<file path="src/rtl/pfbus_pkg.sv">
package pfbus_pkg;

    typedef enum logic [2:0] {
        ST_IDLE,
        ST_WSETUP,
        ST_WPULSE,
        ST_WHOLD,
        ST_RTURN,
        ST_RACCESS,
        ST_REND
    } pf_state_e;

    localparam logic [1:0] OP_NONE  = 2'b00;
    localparam logic [1:0] OP_WRITE = 2'b01;
    localparam logic [1:0] OP_READ  = 2'b10;
    localparam logic [1:0] OP_BURST = 2'b11;

endpackage

</file>
<file path="src/rtl/pfbus_phase_timer.sv">
module pfbus_phase_timer #(
    parameter int CNT_W = 4
) (
    input  logic             clk,
    input  logic             rst_n,
    input  logic             load,
    input  logic [CNT_W-1:0] load_val,
    output logic             expire
);

    logic [CNT_W-1:0] cnt_d, cnt_q;

    always_comb begin
        cnt_d = cnt_q;
        if (load) begin
            cnt_d = load_val;
        end else if (cnt_q > CNT_W'(1)) begin
            cnt_d = cnt_q - CNT_W'(1);
        end
    end

    always_ff @(posedge clk) begin
        if (!rst_n) begin
            cnt_q <= '0;
        end else begin
            cnt_q <= cnt_d;
        end
    end

    // remaining cycles of the phase, counting the present one
    assign expire = (cnt_q <= CNT_W'(1));

    a_r2_count_never_rises: assert property (@(posedge clk) disable iff (!rst_n)
        !$past(load) |-> (cnt_q <= $past(cnt_q)));

endmodule

</file>
<file path="src/rtl/pfbus_capture.sv">
module pfbus_capture #(
    parameter int DATA_W = 32
) (
    input  logic              clk,
    input  logic              rst_n,
    input  logic              take,
    input  logic [DATA_W-1:0] din,
    output logic              valid,
    output logic [DATA_W-1:0] data
);

    logic              valid_d, valid_q;
    logic [DATA_W-1:0] data_d, data_q;

    always_comb begin
        valid_d = take;
        data_d  = take ? din : data_q;
    end

    always_ff @(posedge clk) begin
        if (!rst_n) begin
            valid_q <= 1'b0;
            data_q  <= '0;
        end else begin
            valid_q <= valid_d;
            data_q  <= data_d;
        end
    end

    assign valid = valid_q;
    assign data  = data_q;

    a_r3_data_held_between_words: assert property (@(posedge clk) disable iff (!rst_n)
        !valid_q |-> $stable(data_q));

endmodule

</file>
<file path="src/rtl/pfbus_engine.sv">
module pfbus_engine
    import pfbus_pkg::*;
#(
    parameter int ADDR_W      = 21,
    parameter int DATA_W      = 32,
    parameter int LEN_W       = 8,
    parameter int SETUP_CLKS  = 1,
    parameter int PULSE_CLKS  = 4,
    parameter int HOLD_CLKS   = 1,
    parameter int ACCESS_CLKS = 8
) (
    input  logic              clk,
    input  logic              rst_n,
    input  logic              req_valid,
    input  logic [1:0]        req_op,
    input  logic [ADDR_W-1:0] req_addr,
    input  logic [DATA_W-1:0] req_wdata,
    input  logic [LEN_W-1:0]  req_len,
    output logic              busy,
    output logic              rd_valid,
    output logic [DATA_W-1:0] rd_data,
    output logic [ADDR_W-1:0] mem_addr,
    output logic [DATA_W-1:0] mem_dq_out,
    output logic              mem_dq_oe,
    input  logic [DATA_W-1:0] mem_dq_in,
    output logic              mem_ce_n,
    output logic              mem_oe_n,
    output logic              mem_we_n
);

    localparam int SETUP_N  = (SETUP_CLKS  < 1) ? 1 : SETUP_CLKS;
    localparam int PULSE_N  = (PULSE_CLKS  < 1) ? 1 : PULSE_CLKS;
    localparam int HOLD_N   = (HOLD_CLKS   < 1) ? 1 : HOLD_CLKS;
    localparam int ACCESS_N = (ACCESS_CLKS < 1) ? 1 : ACCESS_CLKS;
    localparam int MAX_AB   = (SETUP_N > PULSE_N) ? SETUP_N : PULSE_N;
    localparam int MAX_CD   = (HOLD_N > ACCESS_N) ? HOLD_N : ACCESS_N;
    localparam int MAX_N    = (MAX_AB > MAX_CD) ? MAX_AB : MAX_CD;
    localparam int CNT_W    = $clog2(MAX_N + 1);

    localparam logic [CNT_W-1:0] LD_SETUP  = CNT_W'(SETUP_N);
    localparam logic [CNT_W-1:0] LD_PULSE  = CNT_W'(PULSE_N);
    localparam logic [CNT_W-1:0] LD_HOLD   = CNT_W'(HOLD_N);
    localparam logic [CNT_W-1:0] LD_ACCESS = CNT_W'(ACCESS_N);
    localparam logic [CNT_W-1:0] LD_TURN   = CNT_W'(1);

    typedef struct packed {
        pf_state_e         st;
        logic [ADDR_W-1:0] addr;
        logic [DATA_W-1:0] wdata;
        logic [LEN_W-1:0]  beats;
        logic              ce_n;
        logic              oe_n;
        logic              we_n;
        logic              dq_oe;
    } eng_regs_t;

    eng_regs_t        r_d, r_q;
    logic             tmr_load;
    logic [CNT_W-1:0] tmr_val;
    logic             tmr_expire;
    logic             cap_take;

    pfbus_phase_timer #(.CNT_W(CNT_W)) u_timer (
        .clk      (clk),
        .rst_n    (rst_n),
        .load     (tmr_load),
        .load_val (tmr_val),
        .expire   (tmr_expire)
    );

    pfbus_capture #(.DATA_W(DATA_W)) u_capture (
        .clk   (clk),
        .rst_n (rst_n),
        .take  (cap_take),
        .din   (mem_dq_in),
        .valid (rd_valid),
        .data  (rd_data)
    );

    always_comb begin
        r_d      = r_q;
        tmr_load = 1'b0;
        tmr_val  = LD_TURN;
        cap_take = 1'b0;

        unique case (r_q.st)
            ST_IDLE: begin
                if (req_valid) begin
                    unique case (req_op)
                        OP_WRITE: begin
                            r_d.st    = ST_WSETUP;
                            r_d.addr  = req_addr;
                            r_d.wdata = req_wdata;
                            tmr_load  = 1'b1;
                            tmr_val   = LD_SETUP;
                        end
                        OP_READ, OP_BURST: begin
                            r_d.st    = ST_RTURN;
                            r_d.addr  = req_addr;
                            r_d.beats = (req_op == OP_READ || req_len == '0)
                                        ? LEN_W'(1) : req_len;
                            tmr_load  = 1'b1;
                            tmr_val   = LD_TURN;
                        end
                        default: ;
                    endcase
                end
            end
            ST_WSETUP: begin
                if (tmr_expire) begin
                    r_d.st   = ST_WPULSE;
                    tmr_load = 1'b1;
                    tmr_val  = LD_PULSE;
                end
            end
            ST_WPULSE: begin
                if (tmr_expire) begin
                    r_d.st   = ST_WHOLD;
                    tmr_load = 1'b1;
                    tmr_val  = LD_HOLD;
                end
            end
            ST_WHOLD: begin
                if (tmr_expire) begin
                    r_d.st = ST_IDLE;
                end
            end
            ST_RTURN: begin
                if (tmr_expire) begin
                    r_d.st   = ST_RACCESS;
                    tmr_load = 1'b1;
                    tmr_val  = LD_ACCESS;
                end
            end
            ST_RACCESS: begin
                if (tmr_expire) begin
                    cap_take = 1'b1;
                    tmr_load = 1'b1;
                    if (r_q.beats <= LEN_W'(1)) begin
                        r_d.st  = ST_REND;
                        tmr_val = LD_HOLD;
                    end else begin
                        r_d.beats = r_q.beats - LEN_W'(1);
                        r_d.addr  = r_q.addr + ADDR_W'(1);
                        tmr_val   = LD_ACCESS;
                    end
                end
            end
            ST_REND: begin
                if (tmr_expire) begin
                    r_d.st = ST_IDLE;
                end
            end
            default: r_d.st = ST_IDLE;
        endcase

        // strobes are registered from the state being entered
        r_d.ce_n  = (r_d.st == ST_IDLE);
        r_d.oe_n  = (r_d.st != ST_RACCESS);
        r_d.we_n  = (r_d.st != ST_WPULSE);
        r_d.dq_oe = (r_d.st == ST_WSETUP) || (r_d.st == ST_WPULSE) ||
                    (r_d.st == ST_WHOLD);
    end

    always_ff @(posedge clk) begin
        if (!rst_n) begin
            r_q.st    <= ST_IDLE;
            r_q.addr  <= '0;
            r_q.wdata <= '0;
            r_q.beats <= '0;
            r_q.ce_n  <= 1'b1;
            r_q.oe_n  <= 1'b1;
            r_q.we_n  <= 1'b1;
            r_q.dq_oe <= 1'b0;
        end else begin
            r_q <= r_d;
        end
    end

    assign busy       = (r_q.st != ST_IDLE);
    assign mem_addr   = r_q.addr;
    assign mem_dq_out = r_q.wdata;
    assign mem_dq_oe  = r_q.dq_oe;
    assign mem_ce_n   = r_q.ce_n;
    assign mem_oe_n   = r_q.oe_n;
    assign mem_we_n   = r_q.we_n;

    a_r8_idle_releases_bus: assert property (@(posedge clk) disable iff (!rst_n)
        !busy |-> (mem_ce_n && mem_oe_n && mem_we_n && !mem_dq_oe));

    a_r2_strobe_inside_write: assert property (@(posedge clk) disable iff (!rst_n)
        !mem_we_n |-> (!mem_ce_n && mem_oe_n && mem_dq_oe &&
                       $stable(mem_addr) && $stable(mem_dq_out)));

    a_r3_turnaround_before_read: assert property (@(posedge clk) disable iff (!rst_n)
        !mem_oe_n |-> (!mem_dq_oe && !$past(mem_dq_oe)));

    a_r4_burst_steps_by_one: assert property (@(posedge clk) disable iff (!rst_n)
        (!mem_oe_n && !$past(mem_oe_n) && (mem_addr != $past(mem_addr)))
            |-> (mem_addr == ADDR_W'($past(mem_addr) + ADDR_W'(1))));

    a_r3_valid_follows_access: assert property (@(posedge clk) disable iff (!rst_n)
        rd_valid |-> !$past(mem_oe_n));

    a_r8_select_tracks_busy: assert property (@(posedge clk) disable iff (!rst_n)
        busy |-> !mem_ce_n);

endmodule

</file>
<file path="config.mk">
export PLATFORM = sky130hd
export DESIGN_NAME = pfbus_engine
export DESIGN_NICKNAME = d
export VERILOG_FILES = /design/src/rtl/pfbus_pkg.sv /design/src/rtl/pfbus_phase_timer.sv /design/src/rtl/pfbus_capture.sv /design/src/rtl/pfbus_engine.sv
export SDC_FILE = /design/constraint.sdc
export NUM_CORES = 1
export LEC_CHECK = 0
export BUFFER_PORTS_ARGS = -buffer_cell sky130_fd_sc_hd__buf_4
export CORE_UTILIZATION = 40
export DETAILED_ROUTE_END_ITERATION = 16
export PLACE_DENSITY = 0.77
export SLEW_MARGIN = 40
export SYNTH_ARGS = -nofsm -noshare
export SYNTH_HDL_FRONTEND = slang
export SYNTH_SLANG_ARGS = --single-unit
</file>
<file path="constraint.sdc">
create_clock -name clk -period 2.2 [get_ports clk]
set_input_delay 0.33 -clock clk [delete_from_list [all_inputs] [get_ports clk]]
set_output_delay 0.33 -clock clk [all_outputs]
set_load 0.1 [all_outputs]
</file>
# == Yosys cells after proc, flatten, opt, wreduce, memory -nomap -nowiden ==
# Cells that the tools add are included.
# word_totals
in_bits,98
elab_cells,81
register_bits,105
# op_classes
n_lt_le_gt_ge,3
n_reduce_logical,16
n_addsub,3
n_mux,29
eq_ne,19
# op_table
cell,count
2-to-1 mux 64 bit,1
one-hot mux 24 bit (2 select lines),1
one-hot mux 21 bit (2 select lines),1
2-to-1 mux 32 bit,1
2-to-1 mux 8 bit,4
2-to-1 mux 24 bit,1
"adder 21 x 1 -> 21 bit, second input constant",1
2-to-1 mux 21 bit,1
2-to-1 mux 4 bit,5
2-to-1 mux 3 bit,6
one-hot mux 3 bit (6 select lines),1
one-hot mux 8 bit (2 select lines),1
"equality test 3 x 2 -> 1 bit, second input constant",4
one-hot mux 4 bit (3 select lines),1
AND reduction 5 bit,2
"equality test 3 bit, second input constant",3
"less-or-equal comparator 8 x 1 -> 1 bit, second input constant",1
zero test 8 bit,1
"subtractor 8 x 1 -> 8 bit, second input constant",1
"equality test 3 x 1 -> 1 bit, second input constant",2
zero test 3 bit,2
"inequality test 2 bit, second input constant",3
"equality test 2 bit, second input constant",2
"> comparator 4 x 1 -> 1 bit, second input constant",1
16 further kinds,23

# == Logic depth before layout (Yosys ltp) ==
# logic_depth
depth_word,9
ltp_mapped,9

# == By module ==
# Synthesis repeated with hierarchy kept, for this count alone.
# hier_totals
hier_cells,641
area_unflattened_um2,5590.4
# modules_own_cells
mod,n_inst,seq_area_each_um2,area_each_um2,cells_each
pfbus_engine,1,1361.3,4048.9,507
pfbus_capture,1,660.6,1270.0,105
pfbus_phase_timer,1,80.1,271.5,29

# == Least setup slack after synthesis ==
# OpenSTA, ideal clock, no wires.
# synth_timing
kind,flip-flop to flip-flop
startpoint,register r_q[65] (netlist name)
endpoint,register r_q (netlist bit mem_addr[6])
path_slack_ps,275
n_path_buf,2
path_stages_with_launch,8
setup_ps,119
arrival_time_ps,1806
t_required_ps,2081
path_cell_list,dfxtp_1 buf_2 nor3_4 inv_2 or2_4 a21boi_4 buf_6 o221a_2
# synth_via
elab_chain_len,3
word_cells_on_any_way,9
classes_between,eq/ne (5); mux (1); reduce/logical (3)
# synth_rtl
item,line_no,rtl
start: declaration,pfbus_engine.sv:57,"eng_regs_t r_d, r_q;"
start signal: assignment,pfbus_engine.sv:176,r_q <= r_d;
equality test 3 bit or zero test 3 bit (tied branches),pfbus_engine.sv:86,unique case (r_q.st)
inequality test 2 bit (no line) (tied with other cells),--,
AND reduction 5 bit (no line),--,
# Several ways; a longest one is shown, not always the timed one.
# A chain may end at the register's enable or synchronous reset.

# == Final worst setup path ==
# layout_timing
startpoint,register u_timer.cnt_q[0]
endpoint,register r_q (netlist bit mem_we_n)
# layout_via
elab_chain_len,4
word_cells_on_any_way,8
classes_between,order compare (1); eq/ne (1); mux (6)
# layout_rtl
item,line_no,rtl
start: declaration,pfbus_phase_timer.sv:11,"logic [CNT_W-1:0] cnt_d, cnt_q;"
start signal: assignment,pfbus_phase_timer.sv:26,cnt_q <= cnt_d;
less-or-equal comparator 4 x 1 -> 1 bit (*),pfbus_phase_timer.sv:31,assign expire = (cnt_q <= CNT_W'(1));
2-to-1 mux 3 bit (tied with other cells),"pfbus_engine.sv:124, pfbus_engine.sv:150",
one-hot mux 3 bit (6 select lines) (*),pfbus_engine.sv:86,
inequality test 3 x 2 -> 1 bit (*),pfbus_engine.sv:160,r_d.we_n = (r_d.st != ST_WPULSE);
# Every way passes the cells marked *; elsewhere a longest branch is shown, timed or not. The select of a mux whose other input is x is not followed.

==> impl_metrics.ini <==
[status]
outcome = finished clean

[global_route]
grt_pass1_vias = 4283
grt_usage_pct = 19.48
grt_max_degree = 51
grt_pass1_wl_um = 20620
grt_antenna_before_repair = 0
grt_overflow = 0

[timing]
setup_viol = 0
fmax_mhz = 490.0
skew_ps = 10.84
rsz0062_at_grt = no
slew_violations = 0
hold_ws_ps = 221.8
fin_setup_tns_ps = 0
period_minus_slack_ps = 2041
relSlewSlack_pct = 64.55
worst_slew_pin_slew_ps = 527.4
post-route-period-util_pct = 92.77
hold_viol = 0

[critical_path]
crit_type = flip-flop to flip-flop
crit_slowest_cell = dfxtp_1
reg2reg_slack_ps = 160
end_kind = flip-flop
critPathMaxStageDelay_ps = 380
start_kind = flip-flop
cp.arrival_ps = 2270
path_delay_family = simple AND/OR/NAND/NOR gates
path_cells = inv_1 > ha_1 > or2_1 > a31oi_1 > a211oi_1 > o21bai_1 > or3_1
critPathMaxFanout = 5
cp_num_buf_inv = 1
crit_required_ps = 2430

[die]
num_io_pins = 189
die_h_um = 115.7
dieArea_mm2 = 0.01339
start_util_pct = 40.99
die_w_um = 115.7
coreArea_mm2 = 0.01262
fp-row-count = 41

[power]
vdd_drop_max_uv = 502.9
p_per_area_mw_per_mm2 = 1024
leakagePower_nw = 2.717

[drt]
postRouteAntennaNets = 0
wl_per_cell_um = 14.10
first_pass_iters = 5
vias_per_cell = 5.090
drc_errors = 0
vias = 4876
drt-initial-drc-count = 423
drt_wl_total_um = 13510

[layout]
antennaDiodeCount = 0
fillers = 1237
area_growth_syn_to_layout_pct = 29.51
nets = 884
drive_gt1_share_pct = 32.19

[logic_synthesis]
async_reset_ff_share_pct = 0
syn_area_mm2 = 0.005172
synth_warnings = 0
synth.distinct_cells = 68
ys.flop_type = dfxtp_1
ys_seq_area_share_pct = 40.64
synth-seq-cells = 105
synth-edff-count = 0
syn_nets = 759
postSynthCellCount = 656
avgSynthCellArea_um2 = 7.885

[clock_tree]
clk_latency_ps = 350
cts-buffers-inserted = 9
cts_tree = yes
htree_num_levels = 3
path_clk_slew_ps = 70
cts_sinks = 105
cts_buffer_depth = 2
clockRootBuffer = clkbuf_16

[place]
port_buffers = 188
dp_hpwl_um = 9690
gp_congestion = 0.8213

[hold_path]
hp-class = input pin to flip-flop

[job]
maxCapViolCount = 0
## repair_timing
item                                    CTS  global route
endpoints found under the setup margin    0             7
hold endpoints to repair                  0             0
hold buffers                              0             0
resized for setup                         0             1
setup buffers                             0             0
## cell usage in the layout, fill, tap and decap left out, types with 4 or more instances in the layout
| cell type | synthesis | final |
|---|---|---|
| a211oi_1 | 4 | 4 |
| a21oi_1 | 89 | 89 |
| a22oi_1 | 4 | 4 |
| a31oi_1 | 4 | 4 |
| a32oi_1 | 6 | 6 |
| and2_1 | 4 | 4 |
| buf_12 | 0 | 5 |
| buf_4 | 54 | 206 |
| clkbuf_16 | 0 | 9 |
| dfxtp_1 | 105 | 105 |
| ha_1 | 5 | 5 |
| inv_1 | 11 | 10 |
| nand2_1 | 164 | 164 |
| nand3_1 | 11 | 11 |
| nand4_1 | 5 | 5 |
| nor2_1 | 31 | 31 |
| nor3_1 | 9 | 9 |
| nor4_1 | 5 | 5 |
| o211ai_1 | 10 | 10 |
| o21ai_0 | 15 | 15 |
| o21ai_2 | 4 | 4 |
| o22ai_1 | 5 | 5 |
| o31a_1 | 5 | 5 |
| o32ai_1 | 4 | 4 |
## worst reg2reg max path, stage by stage, from the launching register on
cell,delay (ps)
dfxtp_1,380
inv_1,60
ha_1,210
or2_1,310
a31oi_1,280
a211oi_1,110
o21bai_1,200
or3_1,380
## registers in the layout, indices dropped and copies added, names as in the netlist
register / cells
u_capture.valid: 1
u_capture.data: 32
mem_dq_oe: 1
r_q: 11
mem_addr: 21
mem_dq_out: 32
mem_ce_n: 1
u_timer.cnt_q: 4
mem_we_n: 1
mem_oe_n: 1
## Yosys cell counts (all sizes together) (2+ instances only)
| master | number | area share, % |
|---|---|---|
| o221a | 3 | 0.65 |
| or2 | 4 | 0.53 |
| and2 | 4 | 0.48 |
| clkbuf | 25 | 1.8 |
| o22ai | 5 | 0.60 |
| a211oi | 4 | 0.58 |
| dfxtp | 105 | 41 |
| nand2 | 164 | 12 |
| nand3 | 12 | 1.4 |
| a211o | 2 | 0.34 |
| o211ai | 10 | 1.5 |
| a22oi | 4 | 0.58 |
| nand4 | 6 | 0.85 |
| o2111ai | 2 | 0.34 |
| o32ai | 4 | 0.68 |
| buf | 72 | 10 |
| a221oi | 2 | 0.46 |
| a31oi | 4 | 0.48 |
| nor2 | 31 | 2.2 |
| inv | 12 | 0.87 |
| o21ai | 20 | 2.2 |
| nor4 | 6 | 0.85 |
| or4 | 3 | 0.51 |
| nor3 | 14 | 2.0 |
| xor2 | 2 | 0.34 |
| nand2b | 2 | 0.24 |
| a21oi | 92 | 9.1 |
| or3 | 3 | 0.36 |
| a32oi | 6 | 1.0 |
| and3 | 2 | 0.34 |
| o31a | 5 | 0.85 |
| o31ai | 3 | 0.44 |
| ha | 5 | 1.2 |
| and4 | 2 | 0.34 |
## per-layer routing
| layer | global-route usage [%] | routed length, µm | vias up | part of all wire [%] |
|---|---|---|---|---|
| li1 | - | - | 2471 | - |
| met1 | 24.75 | 5983 | 2213 | 44 |
| met2 | 31.98 | 6289 | 173 | 47 |
| met3 | 4.393 | 989 | 19 | 7.3 |
| met4 | 7.949 | 246 | 0 | 1.8 |
| met5 | 0 | 0 | - | 0 |
## path summary, 6_finish.rpt
check,from,endpoint,cells past startpoint
worst max-delay path,u_timer.cnt_q[0]$_SDFFE_PN0P_,mem_we_n$_SDFF_PN1_,7
worst min-delay path,mem_dq_in[18],u_capture.data[18]$_SDFFE_PN0P_,3
worst max register to register,u_timer.cnt_q[0]$_SDFFE_PN0P_,mem_we_n$_SDFF_PN1_,7
worst min register to register,mem_dq_out[12]$_SDFFE_PN0P_,mem_dq_out[12]$_SDFFE_PN0P_,2
## metrics by stage
stage / instance area (µm²) / util, % / cells / power [mW] / setup WS (ps)
6_report: 6699 / 53.08 / 958 / 6.859 / 159.0
3_5_place_dp: 6409 / 50.78 / 942 / 5.326 / 124.7
4_1_cts: 6699 / 53.08 / 958 / 6.898 / 116.5
3_3_place_gp: 6409 / 50.78 / 942 / 5.304 / 182.4
2_1_floorplan: 5172 / - / 656 / 4.728 / 275.1
5_1_grt: 6699 / 53.08 / 958 / 7.196 / 14.86
## report_power, final
part	total, mW	switching, mW	internal, mW
logic	3.00	2.13	0.867
registers	2.29	0.187	2.11
clock network	1.57	0.726	0.841
total	6.86	3.04	3.81
## cells by family (layout without fill, tap and decap cells)
| logic type | Yosys count | after routing | share of synthesized area (%) |
|---|---|---|---|
| xor+xnor | 3 | 3 | 0.5081 |
| simple gates | 257 | 257 | 22.64 |
| buf+inv | 109 | 239 | 13.09 |
| compound gates | 177 | 177 | 21.92 |
| flops | 105 | 105 | 40.64 |
| fa+ha+maj | 5 | 5 | 1.209 |
## cell type report
cell class                      count  area [µm²]  area share (%)
Clock inverter                      4       33.78          0.5043
Sequential cell                   105        2102           31.38
Tap cell                          172       215.2           3.213
Multi-Input combinational cell    442        2400           35.82
Clock buffer                       12       256.5           3.829
Inverter                           12       45.04          0.6724
Timing Repair Buffer              211        1647           24.58
(Power assumes the default switching activity.)
